===== config.mk =====
export PLATFORM = sky130hd
export DESIGN_NAME = i2s_slave_tx
export DESIGN_NICKNAME = d
export VERILOG_FILES = /design/src/rtl/i2s_tx_pkg.sv /design/src/rtl/i2s_tx_sync.sv /design/src/rtl/i2s_tx_hold.sv /design/src/rtl/i2s_tx_frame.sv /design/src/rtl/i2s_slave_tx.sv
export SDC_FILE = /design/constraint.sdc
export NUM_CORES = 1
export LEC_CHECK = 0
export ABC_AREA = 1
export BUFFER_PORTS_ARGS = -buffer_cell sky130_fd_sc_hd__buf_4
export CAP_MARGIN = 30
export CORE_UTILIZATION = 45
export CTS_CLUSTER_DIAMETER = 150
export DETAILED_ROUTE_END_ITERATION = 12
export GPL_TIMING_DRIVEN = 0
export PLACE_DENSITY_LB_ADDON = 0.15
export SYNTH_ARGS = -nofsm -noshare
export SYNTH_HDL_FRONTEND = slang
export SYNTH_HIERARCHICAL = 1
export SYNTH_SLANG_ARGS = --single-unit

===== constraint.sdc =====
create_clock -name clk -period 2.7 [get_ports clk]
set_clock_uncertainty 0.15 [all_clocks]
set_input_delay 0.405 -clock clk [delete_from_list [all_inputs] [get_ports clk]]
set_output_delay 0.405 -clock clk [all_outputs]
set_load 0.005 [all_outputs]

===== src/rtl/i2s_tx_pkg.sv =====
package i2s_tx_pkg;
  localparam int SAMPLE_MAX = 24;

  typedef enum logic [1:0] {
    WCODE_8   = 2'd0,
    WCODE_16  = 2'd1,
    WCODE_24  = 2'd2,
    WCODE_24X = 2'd3
  } wcode_t;

  function automatic logic [5:0] width_bits(input logic [1:0] code);
    case (wcode_t'(code))
      WCODE_8:  return 6'd8;
      WCODE_16: return 6'd16;
      default:  return 6'd24;
    endcase
  endfunction
endpackage


===== src/rtl/i2s_tx_sync.sv =====
module i2s_tx_sync #(
  parameter int STAGES = 2
) (
  input  logic clk,
  input  logic rst_n,
  input  logic sck_in,
  input  logic lr_in,
  output logic sck_fall,
  output logic lr_sync
);
  logic [STAGES-1:0] sck_pipe;
  logic [STAGES-1:0] lr_pipe;
  logic              sck_last;

  for (genvar g = 0; g < STAGES; g++) begin : g_stage
    if (g == 0) begin : g_head
      always_ff @(posedge clk or negedge rst_n) begin
        if (!rst_n) begin
          sck_pipe[g] <= 1'b1;
          lr_pipe[g]  <= 1'b1;
        end else begin
          sck_pipe[g] <= sck_in;
          lr_pipe[g]  <= lr_in;
        end
      end
    end else begin : g_tail
      always_ff @(posedge clk or negedge rst_n) begin
        if (!rst_n) begin
          sck_pipe[g] <= 1'b1;
          lr_pipe[g]  <= 1'b1;
        end else begin
          sck_pipe[g] <= sck_pipe[g-1];
          lr_pipe[g]  <= lr_pipe[g-1];
        end
      end
    end
  end

  always_ff @(posedge clk or negedge rst_n) begin
    if (!rst_n) sck_last <= 1'b1;
    else        sck_last <= sck_pipe[STAGES-1];
  end

  assign sck_fall = sck_last & ~sck_pipe[STAGES-1];
  assign lr_sync  = lr_pipe[STAGES-1];


  fall_pulse_chk: assert property (@(posedge clk) disable iff (!rst_n)
    sck_fall |=> !sck_fall);
endmodule


===== src/rtl/i2s_tx_hold.sv =====
module i2s_tx_hold #(
  parameter int DW = 24
) (
  input  logic          clk,
  input  logic          rst_n,
  input  logic          s_valid,
  output logic          s_ready,
  input  logic [DW-1:0] s_left,
  input  logic [DW-1:0] s_right,
  input  logic          take,
  output logic          full,
  output logic [DW-1:0] hold_l,
  output logic [DW-1:0] hold_r
);
  logic accept;

  assign s_ready = ~full;
  assign accept  = s_valid & ~full;

  always_ff @(posedge clk or negedge rst_n) begin
    if (!rst_n) begin
      full   <= 1'b0;
      hold_l <= '0;
      hold_r <= '0;
    end else if (accept) begin
      full   <= 1'b1;
      hold_l <= s_left;
      hold_r <= s_right;
    end else if (take) begin
      full   <= 1'b0;
    end
  end


  hold_keep_chk: assert property (@(posedge clk) disable iff (!rst_n)
    full && !take |=> full && $stable(hold_l) && $stable(hold_r));


  load_src_chk: assert property (@(posedge clk) disable iff (!rst_n)
    $rose(full) |-> $past(s_valid));
endmodule


===== src/rtl/i2s_tx_frame.sv =====
module i2s_tx_frame #(
  parameter int DW    = 24,
  parameter int POS_W = 6
) (
  input  logic          clk,
  input  logic          rst_n,
  input  logic          sck_fall,
  input  logic          lr_sync,
  input  logic          cfg_aligned,
  input  logic [5:0]    wbits,
  input  logic          hold_full,
  input  logic [DW-1:0] hold_l,
  input  logic [DW-1:0] hold_r,
  output logic          take,
  output logic          sdout
);
  localparam int IDX_W = $clog2(DW);

  logic             lr_dly, eff_prev, eff, start, left_start;
  logic [POS_W-1:0] pos, pos_n;
  logic [DW-1:0]    act_l, act_r, word;
  logic [IDX_W-1:0] bit_idx;
  logic             in_range, bit_n;

  assign eff        = cfg_aligned ? lr_sync : lr_dly;
  assign start      = eff ^ eff_prev;
  assign left_start = sck_fall & start & ~eff;
  assign take       = left_start;

  always_comb begin
    if (start)     pos_n = '0;
    else if (&pos) pos_n = pos;
    else           pos_n = pos + 1'b1;

    if (left_start) word = hold_full ? hold_l : '0;
    else            word = eff ? act_r : act_l;

    in_range = 32'(pos_n) < 32'(wbits);
    bit_idx  = IDX_W'(32'(wbits) - 32'd1 - 32'(pos_n));
    bit_n    = in_range & word[bit_idx];
  end

  always_ff @(posedge clk or negedge rst_n) begin
    if (!rst_n) begin
      lr_dly   <= 1'b1;
      eff_prev <= 1'b1;
      pos      <= '0;
      act_l    <= '0;
      act_r    <= '0;
      sdout    <= 1'b0;
    end else if (sck_fall) begin
      lr_dly   <= lr_sync;
      eff_prev <= eff;
      pos      <= pos_n;
      sdout    <= bit_n;
      if (left_start) begin
        act_l <= hold_full ? hold_l : '0;
        act_r <= hold_full ? hold_r : '0;
      end
    end
  end


  pad_zero_chk: assert property (@(posedge clk) disable iff (!rst_n)
    sck_fall && !start && (32'(pos) + 1 >= 32'(wbits)) |=> !sdout);


  empty_load_chk: assert property (@(posedge clk) disable iff (!rst_n)
    left_start && !hold_full |=> act_l == '0 && act_r == '0);
endmodule


===== src/rtl/i2s_slave_tx.sv =====
module i2s_slave_tx
  import i2s_tx_pkg::*;
#(
  parameter int DW          = SAMPLE_MAX,
  parameter int SYNC_STAGES = 2,
  parameter int POS_W       = 6
) (
  input  logic          clk,
  input  logic          rst_n,
  input  logic [1:0]    cfg_width,
  input  logic          cfg_aligned,
  input  logic          s_valid,
  output logic          s_ready,
  input  logic [DW-1:0] s_left,
  input  logic [DW-1:0] s_right,
  input  logic          sck,
  input  logic          lrck,
  output logic          sdout
);
  logic          sck_fall, lr_sync, take, hold_full;
  logic [DW-1:0] hold_l, hold_r;
  logic [5:0]    wbits;

  assign wbits = width_bits(cfg_width);

  i2s_tx_sync #(.STAGES(SYNC_STAGES)) u_sync (
    .clk(clk), .rst_n(rst_n), .sck_in(sck), .lr_in(lrck),
    .sck_fall(sck_fall), .lr_sync(lr_sync)
  );

  i2s_tx_hold #(.DW(DW)) u_hold (
    .clk(clk), .rst_n(rst_n), .s_valid(s_valid), .s_ready(s_ready),
    .s_left(s_left), .s_right(s_right), .take(take), .full(hold_full),
    .hold_l(hold_l), .hold_r(hold_r)
  );

  i2s_tx_frame #(.DW(DW), .POS_W(POS_W)) u_frame (
    .clk(clk), .rst_n(rst_n), .sck_fall(sck_fall), .lr_sync(lr_sync),
    .cfg_aligned(cfg_aligned), .wbits(wbits), .hold_full(hold_full),
    .hold_l(hold_l), .hold_r(hold_r), .take(take), .sdout(sdout)
  );


  sdout_edge_chk: assert property (@(posedge clk) disable iff (!rst_n)
    !$stable(sdout) |-> $past(sck_fall));

  logic rst_seen;
  initial rst_seen = 1'b0;
  always @(posedge clk) rst_seen <= 1'b1;


  always @(negedge clk) begin
    if (!rst_n && rst_seen) begin
      rst_idle_chk: assert (!sdout && s_ready);
    end
  end
endmodule


Word-level counts from Yosys, hierarchy flattened:

Cells that the tools add are included.

* bits of input ports: 56
* output and inout port bits: 2
* logic and storage cells: 45
* register bits after elaboration: 111

* order comparisons: 2
* equality and inequality tests: 1
* muxes and demuxes: 12
* add/subtract/negate cells: 3
* reduce and logical (&&, ||, !) cells: 4
* bitwise logic cells: 9

Operators by type and width (number)
* $mux W24: 4
* $mux W6: 2
* $pmux W5 S2: 1
* $add A6 B1 Y6 const B: 1
* $lt A5 B6 Y1 const B: 1
* $lt A6 B5 Y1: 1
* $reduce_and A6 Y1: 1
* $and A1 B1 Y1: 5
* $bmux W1 S5: 1
* $sub A5 B1 Y5 const B: 1
* $sub A5 B5 Y5: 1
* $mux W1: 4
* $not A1 Y1: 3
* $eq A2 B1 Y1 const B: 1
* $logic_not A2 Y1: 1
* $reduce_and A2 Y1: 1
* $reduce_bool A2 Y1: 1
* $xor A1 B1 Y1: 1

Longest topological paths before layout:

Gate-level depths: netlist of run 1.

* word-level depth: 8
* gate-level depth with buffers: 19
* mapped depth without buffers: 18

Modules after synthesis:

Netlist of run 1, hierarchy kept.

By module, submodules not included
* i2s_tx_frame: seq. area each 1428.9 µm², instances 1, cells each 477, area an instance 3554.7 µm²
* i2s_tx_hold: seq. area each 1226.2 µm², instances 1, cells each 211, area an instance 1916.8 µm²
* i2s_tx_sync: seq. area each 131.4 µm², instances 1, cells each 7, area an instance 141.4 µm²
* i2s_slave_tx: seq. area each 0.0 µm², instances 1, cells each 5, area an instance 18.8 µm²

Worst setup path before layout of run 1:

No wires, ideal clock.

* path type: register -> register
* start: register u_sync.lr_pipe[1] (netlist: u_sync/lr_sync)
* end: register u_frame.sdout
* arrival: 2369 ps
* path buffers: 2
* path slack: 65 ps
* library setup time: 116 ps
* period minus slack after synthesis: 2635 ps
* cell stages (with the launch flop): 18
* required time: 2434 ps
* cell sequence: dfstp_2 nand2_1 nand2_2 buf_6 xor2_4 inv_2 a21oi_2 fa_1 buf_2 clkinv_1 nand3_1 nand3_1 nand3_1 nand3_1 nand2_1 nand2_1 nand2_1 nand2_1

* elaborated cells on any way between the ends: 13
* those cells by class: add/sub (1); order compare (1); mux (6); bitwise (5)

RTL lines
* start: declaration: RTL line i2s_tx_sync.sv:12 `logic [STAGES-1:0] lr_pipe;`
* start signal: indexed assignment: RTL line i2s_tx_sync.sv:33 `lr_pipe[g] <= lr_pipe[g-1];`
* $mux W1 (*): RTL line i2s_tx_frame.sv:25 `assign eff = cfg_aligned ? lr_sync : lr_dly;`
* $xor A1 B1 Y1 (*): RTL line i2s_tx_frame.sv:26 `assign start = eff ^ eff_prev;`
* $mux W6 (*): RTL line i2s_tx_frame.sv:31 `if (start) pos_n = '0;`
* net u_frame.pos_n[1]: RTL line i2s_tx_frame.sv:20 `logic [POS_W-1:0] pos, pos_n;`
* $sub A5 B5 Y5: RTL line i2s_tx_frame.sv:39 `bit_idx = IDX_W'(32'(wbits) - 32'd1 - 32'(pos_n));`
* $bmux W1 S5: RTL line i2s_tx_frame.sv:40 `bit_n = in_range & word[bit_idx];`
* $mux W1 (not written as such): RTL line i2s_tx_frame.sv:40
* $and A1 B1 Y1 (*): RTL line i2s_tx_frame.sv:40
* end signal: assignment: RTL line i2s_tx_frame.sv:55 `sdout <= bit_n;`
* end: declaration: RTL line i2s_tx_frame.sv:15 `output logic sdout`

Mark *: on every way through the listed nets, which the timed path passes. The rest lies on a longest branch. The select of a mux whose other input is x is not followed.
A chain may end at the register's enable or synchronous reset.

Final worst setup path of run 1:

* start: register u_frame.pos[1]
* end: register u_frame.sdout

* word-level cells in the longest chain between the ends: 7
* elaborated cells on any way between the ends: 9
* those cells by class: add/sub (2); order compare (1); mux (4); bitwise (1); reduce/logical (1)

Ends and longest elaborated chain
* start: declaration: RTL line i2s_tx_frame.sv:20
* start signal: assignment: RTL line i2s_tx_frame.sv:54 `pos <= pos_n;`
* $add A6 B1 Y6 or $reduce_and A6 Y1 (tied branches): RTL line i2s_tx_frame.sv:33, i2s_tx_frame.sv:32
* $mux W6 (*): RTL line i2s_tx_frame.sv:32 `else if (&pos) pos_n = pos;`
* $mux W6 (*): RTL line i2s_tx_frame.sv:31
* net u_frame.pos_n[1]: RTL line i2s_tx_frame.sv:20
* $sub A5 B5 Y5: RTL line i2s_tx_frame.sv:39
* $bmux W1 S5: RTL line i2s_tx_frame.sv:40
* $mux W1 (not written as such): RTL line i2s_tx_frame.sv:40
* $and A1 B1 Y1 (*): RTL line i2s_tx_frame.sv:40

Marks and branches as above.

==> results of run 1 <==
## critical path, cell delays in order, from the launching register on
cell,delay [ns]
dfrtp_1,0.40
ha_2,0.20
nand2_2,0.08
inv_2,0.06
nand2_4,0.09
inv_2,0.05
nand2_2,0.08
a21oi_4,0.07
fa_1,0.48
buf_6,0.18
inv_6,0.08
nand3_1,0.08
nand3_1,0.08
nand2_2,0.07
nand2_1,0.06
nand3_1,0.09
a21oi_1,0.15
nand2_1,0.06
nand2_1,0.05
## cells in the mapped netlist
master,instances,share of area [%]
a21oi_1,6,0.53
a21oi_2,1,0.16
a311oi_2,1,0.27
a31oi_1,2,0.22
buf_1,4,0.27
buf_2,18,1.6
buf_4,7,0.93
buf_6,2,0.40
clkbuf_1,12,0.80
clkinv_1,2,0.13
conb_1,1,0.067
dfrtp_1,104,46
dfstp_2,7,3.3
fa_1,1,0.36
ha_1,11,2.4
inv_1,48,3.2
inv_2,4,0.27
nand2_1,248,17
nand2_2,3,0.33
nand2_4,2,0.40
nand3_1,115,10
nand3_4,1,0.31
nand3b_1,4,0.53
nand4_1,14,1.6
nor2_1,6,0.40
nor2_2,1,0.11
o2111ai_1,1,0.16
o21a_1,23,3.1
o21ai_0,39,3.5
o21ai_1,5,0.44
o21bai_1,1,0.13
or2_2,1,0.11
xnor2_1,2,0.31
xor2_1,2,0.31
xor2_4,1,0.49
## timing repair
action,in CTS,in global routing
buffers inserted,5,10
gates resized for setup,14,15
endpoints found under the hold margin,45,0
gates cloned,0,1
setup endpoints to repair,1,1
hold buffers,3,0
pin swaps,1,13
## worst max-delay path by stage
| stage | startpoint | end | cells after the start |
|---|---|---|---|
| final | u_frame/pos[1]$_DFFE_PN0P_ | u_frame/sdout$_DFFE_PN0P_ | 18 |
| after global routing | u_frame/pos[1]$_DFFE_PN0P_ | u_frame/sdout$_DFFE_PN0P_ | 18 |
| after CTS | u_frame/pos[0]$_DFFE_PN0P_ | u_frame/sdout$_DFFE_PN0P_ | 18 |
| after detailed placement | u_sync/lr_sync$_DFF_PN1_ | u_frame/sdout$_DFFE_PN0P_ | 17 |
| after global placement | u_sync/lr_sync$_DFF_PN1_ | u_frame/sdout$_DFFE_PN0P_ | 17 |
| after floorplan | u_sync/lr_sync$_DFF_PN1_ | u_frame/sdout$_DFFE_PN0P_ | 17 |
## cell type report
| class | instances | area [µm²] |
|---|---|---|
| sequential | 111 | 2786 |
| clock buffer | 10 | 229.0 |
| inverter | 54 | 220.2 |
| timing repair buffer | 76 | 610.6 |
| buffer | 41 | 217.7 |
| fill | 1183 | 5258 |
| multi-input combinational | 498 | 2505 |
| tap | 168 | 210.2 |
| timing repair inverter | 1 | 8.758 |
| clock inverter | 6 | 66.31 |
## state kept, by name (all words and copies together), names as in the netlist
signal	flops
u_frame/act_l	24
u_frame/act_r	24
u_frame/eff_prev	1
u_frame/lr_dly	1
u_frame/pos	6
u_frame/sdout	1
u_hold/full	1
u_hold/hold_l	24
u_hold/hold_r	24
u_sync/lr_pipe	1
u_sync/lr_sync	1
u_sync/sck_last	1
u_sync/sck_pipe	2
## where the power goes
group,internal (mW),leakage [nW],switching (mW)
Sequential,2.38,1.37,0.395
Combinational,0.997,1.99,1.45
Clock,0.726,0.147,0.616
Total,4.11,3.50,2.46
## through the flow
step | worst slack (ns) | cells | util [%] | TNS, ns
final | 0.07111 | 965 | 56.59 | 0
after floorplan | 0.06451 | 706 | - | 0
after global routing | -0.03724 | 965 | 56.59 | -0.03724
after global placement | -0.5990 | 931 | 51.95 | -0.5990
after detailed placement | -0.5947 | 932 | 52.18 | -0.5947
after CTS | 0.004791 | 955 | 55.65 | 0
## layer usage
layer  part of all wire [%]  vias up  wire (µm)
li1                       -     2449          -
met1                     47     2307       6619
met2                     47      111       6707
met3                    4.5       13        630
met4                    1.2        0        166
met5                      0        -          0
## cells by family after synthesis
family / after synthesis
flops: 111
fa+ha+maj: 12
other cells: 1
compound gates: 79
xor+xnor: 5
buf+inv: 97
simple gates: 395
==> impl_metrics.tcl, run 1 <==
set metrics [dict create \
    hpwl_mm 10.39 \
    finalMaxSlewViolations 0 \
    fin_area_um2 6854 \
    hold_depth 3 \
    antenna_found_initial 0 \
    cts_tree "done" \
    fmax_mhz 380.4 \
    die_area_um2 12970 \
    ys_ff_latch 111 \
    drive_above_1_share_pct 18.95 \
    grt_use_met3_pct 3.826 \
    syn_area_um2 5632 \
    final_common_cell "nand2_1" \
    synth_top_family_by_area "simple AND/OR/NAND/NOR gates" \
    ir_drop_mv 0.6369 \
    place_congestion 0.8389 \
    synth-compound-area-share_pct 8.443 \
    drt_iter0_drc 384 \
    syn_area_per_cell_um2 8.045 \
    antenna_left 0 \
    clkTransAtPathRegs_ns 0.07 \
    slew_headroom_pct 60.15 \
    status "finished, final reports clean" \
    synthSimpleGateAreaFrac_pct 30.50 \
    timing.rr.end "u_frame/sdout$_DFFE_PN0P_" \
    insertion_delay_ns 0.35 \
    reg2regPathDepth 18 \
    worst-setup-path-type "register to register" \
    start_util_pct 46.50 \
    yosys.area_share.xor_xnor_pct 1.111 \
    grt_pass1_wl_mm 22.72 \
    route.detailed.drc 0 \
    setup_viol 0 \
    final_cell_mix "nand2_1 (243), nand3_1 (111), dfrtp_1 (104), buf_4 (79), inv_1 (46)" \
    clockRootBuffer "clkbuf_16" \
    die_h_um 113.9 \
    worst_hold_slack_ns 0.1244 \
    synthMuxAreaShare_pct 0 \
    rows 40 \
    synth_cells 700 \
    period_minus_slack_ns 2.629 \
    die_w_um 113.9 \
    layout.nets 860 \
    n_antenna_cell 0 \
    grt_max_degree 69 \
    numPortBuffers 57 \
    grt.busiest_layer "met2" \
    clock_tree.buffer_depth 2 \
    top_level_ports 58 \
    power_mw 6.570 \
    crit_path_end_kind "register" \
    dpl_cell_area_um2 6320 \
    yosys_warnings 6 \
    p_leak_nw 3.499 \
    finalWirelength_mm 14.12 \
    first_global_vias 4535 \
    hp-start "s_left[2]" \
    grt_use_met1_pct 31.22 \
    ys_types 35 \
    syn2layout_area_growth_pct 21.71 \
    ys_seq_area_share_pct 49.48 \
    finalHoldViolations 0 \
    cp.arrival_ns 2.77 \
    cp_max_fo 8 \
    wl_per_cell_um 14.64 \
    min_period_over_period_pct 97.37 \
    vias_per_cell 5.057 \
    hold_class "input port to register" \
    use_met2_pct 37.93 \
    tightest_slew_ns 0.5978 \
    grt_overflow 0 \
    startpoint_type "register" \
    hold_path_end "u_hold/hold_l[2]$_DFFE_PN0P_" \
    synthAdderAreaFrac_pct 2.799 \
    worstPathRequired_ns 2.84 \
    cts_max_level 3 \
    cts-buffers-inserted 9 \
    max-cap-violations 0 \
    dr.pass1.iters 5 \
    rrSetupSlack_ns 0.07 \
    vias 4880 \
    r2r_start "u_frame/pos[1]$_DFFE_PN0P_" \
    cts_sinks 111 \
    gr-usage-all-layers_pct 22.93 \
    power_density_nw_per_um2 958.5 \
    core_um2 12110 \
]
(Power assumes the default switching activity.)
==> run 2, diff against run 1 <==
CORE_UTILIZATION = 53   (was 45)
REMOVE_ABC_BUFFERS = 1   (was not set)
==> impl_metrics.tcl, run 2 (same netlist as run 1, synthesis figures left out) <==
set metrics [dict create \
    fin_area_um2 6573 \
    grt_max_degree 58 \
    final_cell_mix "nand2_1 (242), nand3_1 (113), dfrtp_1 (103), buf_4 (69), inv_1 (45)" \
    grt_pass1_wl_mm 21.48 \
    antenna_left 0 \
    max-cap-violations 0 \
    finalMaxSlewViolations 0 \
    period_minus_slack_ns 2.658 \
    vias_per_cell 5.352 \
    slew_headroom_pct 52.35 \
    setup_viol 0 \
    first_global_vias 4633 \
    place_ws_ns -1.308 \
    r2r_start "u_sync/lr_sync$_DFF_PN1_" \
    start_util_pct 54.55 \
    finalHoldViolations 0 \
    drt_iter0_drc 232 \
    clockRootBuffer "clkbuf_8" \
    n_antenna_cell 0 \
    fmax_mhz 376.3 \
    startpoint_type "register" \
    cts_tree "done" \
    rsz0062_at_grt "yes" \
    p_leak_nw 3.322 \
    numPortBuffers 57 \
    clkTransAtPathRegs_ns 0.11 \
    layout_setup_ws_ns 0.04221 \
    min_period_over_period_pct 98.44 \
    endpoint "u_frame/sdout$_DFFE_PN0P_" \
    dpl_cell_area_um2 6058 \
    cp.arrival_ns 2.83 \
    cts_max_level 3 \
    place_congestion 0.7735 \
    die_area_um2 11040 \
    worstPathRequired_ns 2.87 \
    crit_path_end_kind "register" \
    wl_per_cell_um 14.33 \
    cts_sinks 111 \
    rows 37 \
    status "finished, final reports clean" \
    insertion_delay_ns 0.39 \
    power_mw 6.061 \
    n_fill_cell 936 \
    gr-usage-all-layers_pct 24.39 \
    ir_drop_mv 0.4532 \
    clock_tree.buffer_depth 2 \
    cts-buffers-inserted 9 \
    die_h_um 105.1 \
    syn2layout_area_growth_pct 16.71 \
    core_um2 10320 \
    finalWirelength_mm 12.83 \
    drive_above_1_share_pct 17.52 \
    rrSetupSlack_ns 0.04 \
    hpwl_mm 7.652 \
    vias 4790 \
    route.detailed.drc 0 \
    top_level_ports 58 \
    cp_max_fo 8 \
    layout.nets 822 \
    timing.rr.end "u_frame/sdout$_DFFE_PN0P_" \
    antenna_found_initial 0 \
    grt_overflow 0 \
    die_w_um 105.1 \
    final_common_cell "nand2_1" \
    hold_class "input port to register" \
    power_density_nw_per_um2 922.1 \
    dr.pass1.iters 4 \
    worst_hold_slack_ns 0.09017 \
    reg2regPathDepth 12 \
    fin_util_pct 63.67 \
    worst-setup-path-type "register to register" \
    crit_start "u_sync/lr_sync$_DFF_PN1_" \
    tightest_slew_ns 0.7147 \
]
-- run 2: worst min path at each step --
stage	start	to	slack [ns]	cells after the start
after floorplan	rst_n	u_frame/act_l[0]$_DFFE_PN0P_	-0.04	0
after global placement	u_sync/sck_pipe[0]$_DFF_PN1_	u_sync/sck_pipe[1]$_DFF_PN1_	0.20	0
after detailed placement	u_sync/sck_pipe[0]$_DFF_PN1_	u_sync/sck_pipe[1]$_DFF_PN1_	0.20	0
after CTS	s_left[6]	u_hold/hold_l[6]$_DFFE_PN0P_	0.07	3
after global routing	s_left[15]	u_hold/hold_l[15]$_DFFE_PN0P_	0.06	3
final	s_left[6]	u_hold/hold_l[6]$_DFFE_PN0P_	0.09	3
-- run 2: metal layers --
layer / track usage, % / share of wire [%] / vias to the layer above
met5: 0 / 0 / -
met4: 9.960 / 1.2 / 0
met3: 4.554 / 5.0 / 9
met2: 39.55 / 48 / 112
met1: 32.32 / 46 / 2296
li1: - / - / 2373
-- run 2: area by class of cell --
| cell class | instances | area, µm² | area share, % |
|---|---|---|---|
| Timing Repair inverter | 1 | 5.005 | 0.07615 |
| Inverter | 54 | 241.5 | 3.674 |
| Timing Repair Buffer | 75 | 598.1 | 9.100 |
| Tap cell | 136 | 170.2 | 2.589 |
| Sequential cell | 111 | 2794 | 42.51 |
| Clock inverter | 7 | 66.31 | 1.009 |
| Clock buffer | 9 | 123.9 | 1.885 |
| Multi-Input combinational cell | 502 | 2574 | 39.16 |
-- run 2: power by group --
group | internal (mW) | leakage (nW) | switching [mW]
clock | 0.356 | 0.0949 | 0.603
combinational | 0.952 | 1.86 | 1.30
sequential | 2.38 | 1.37 | 0.465
-- run 2: timing repair --
action,in CTS,in global routing
gates resized for setup,20,21
endpoints found under the hold margin,51,0
setup endpoints to repair,85,21
setup buffers,2,12
cloned,2,3
hold buffers,3,0
pin swaps,4,11
-- run 2: per-stage QoR --
| step | setup TNS [ns] | cells |
|---|---|---|
| 2_1_floorplan | -6.691 | 663 |
| 3_3_place_gp | -85.46 | 856 |
| 6_report | 0 | 895 |
| 5_1_grt | -0.06152 | 895 |
| 3_5_place_dp | -33.56 | 857 |
| 4_1_cts | -0.06643 | 880 |
-- run 2: worst max-delay path, stage by stage, from the launching register on --
cell and delay (ns):
dfstp_2 0.61, nand2_8 0.11, nand2_8 0.11, xor2_4 0.17, inv_2 0.07, buf_4 0.14, a311oi_2 0.29, ha_1 0.33
a21oi_1 0.17, o2111ai_1 0.15, a21oi_2 0.14, nand2_1 0.09, nand2_1 0.06
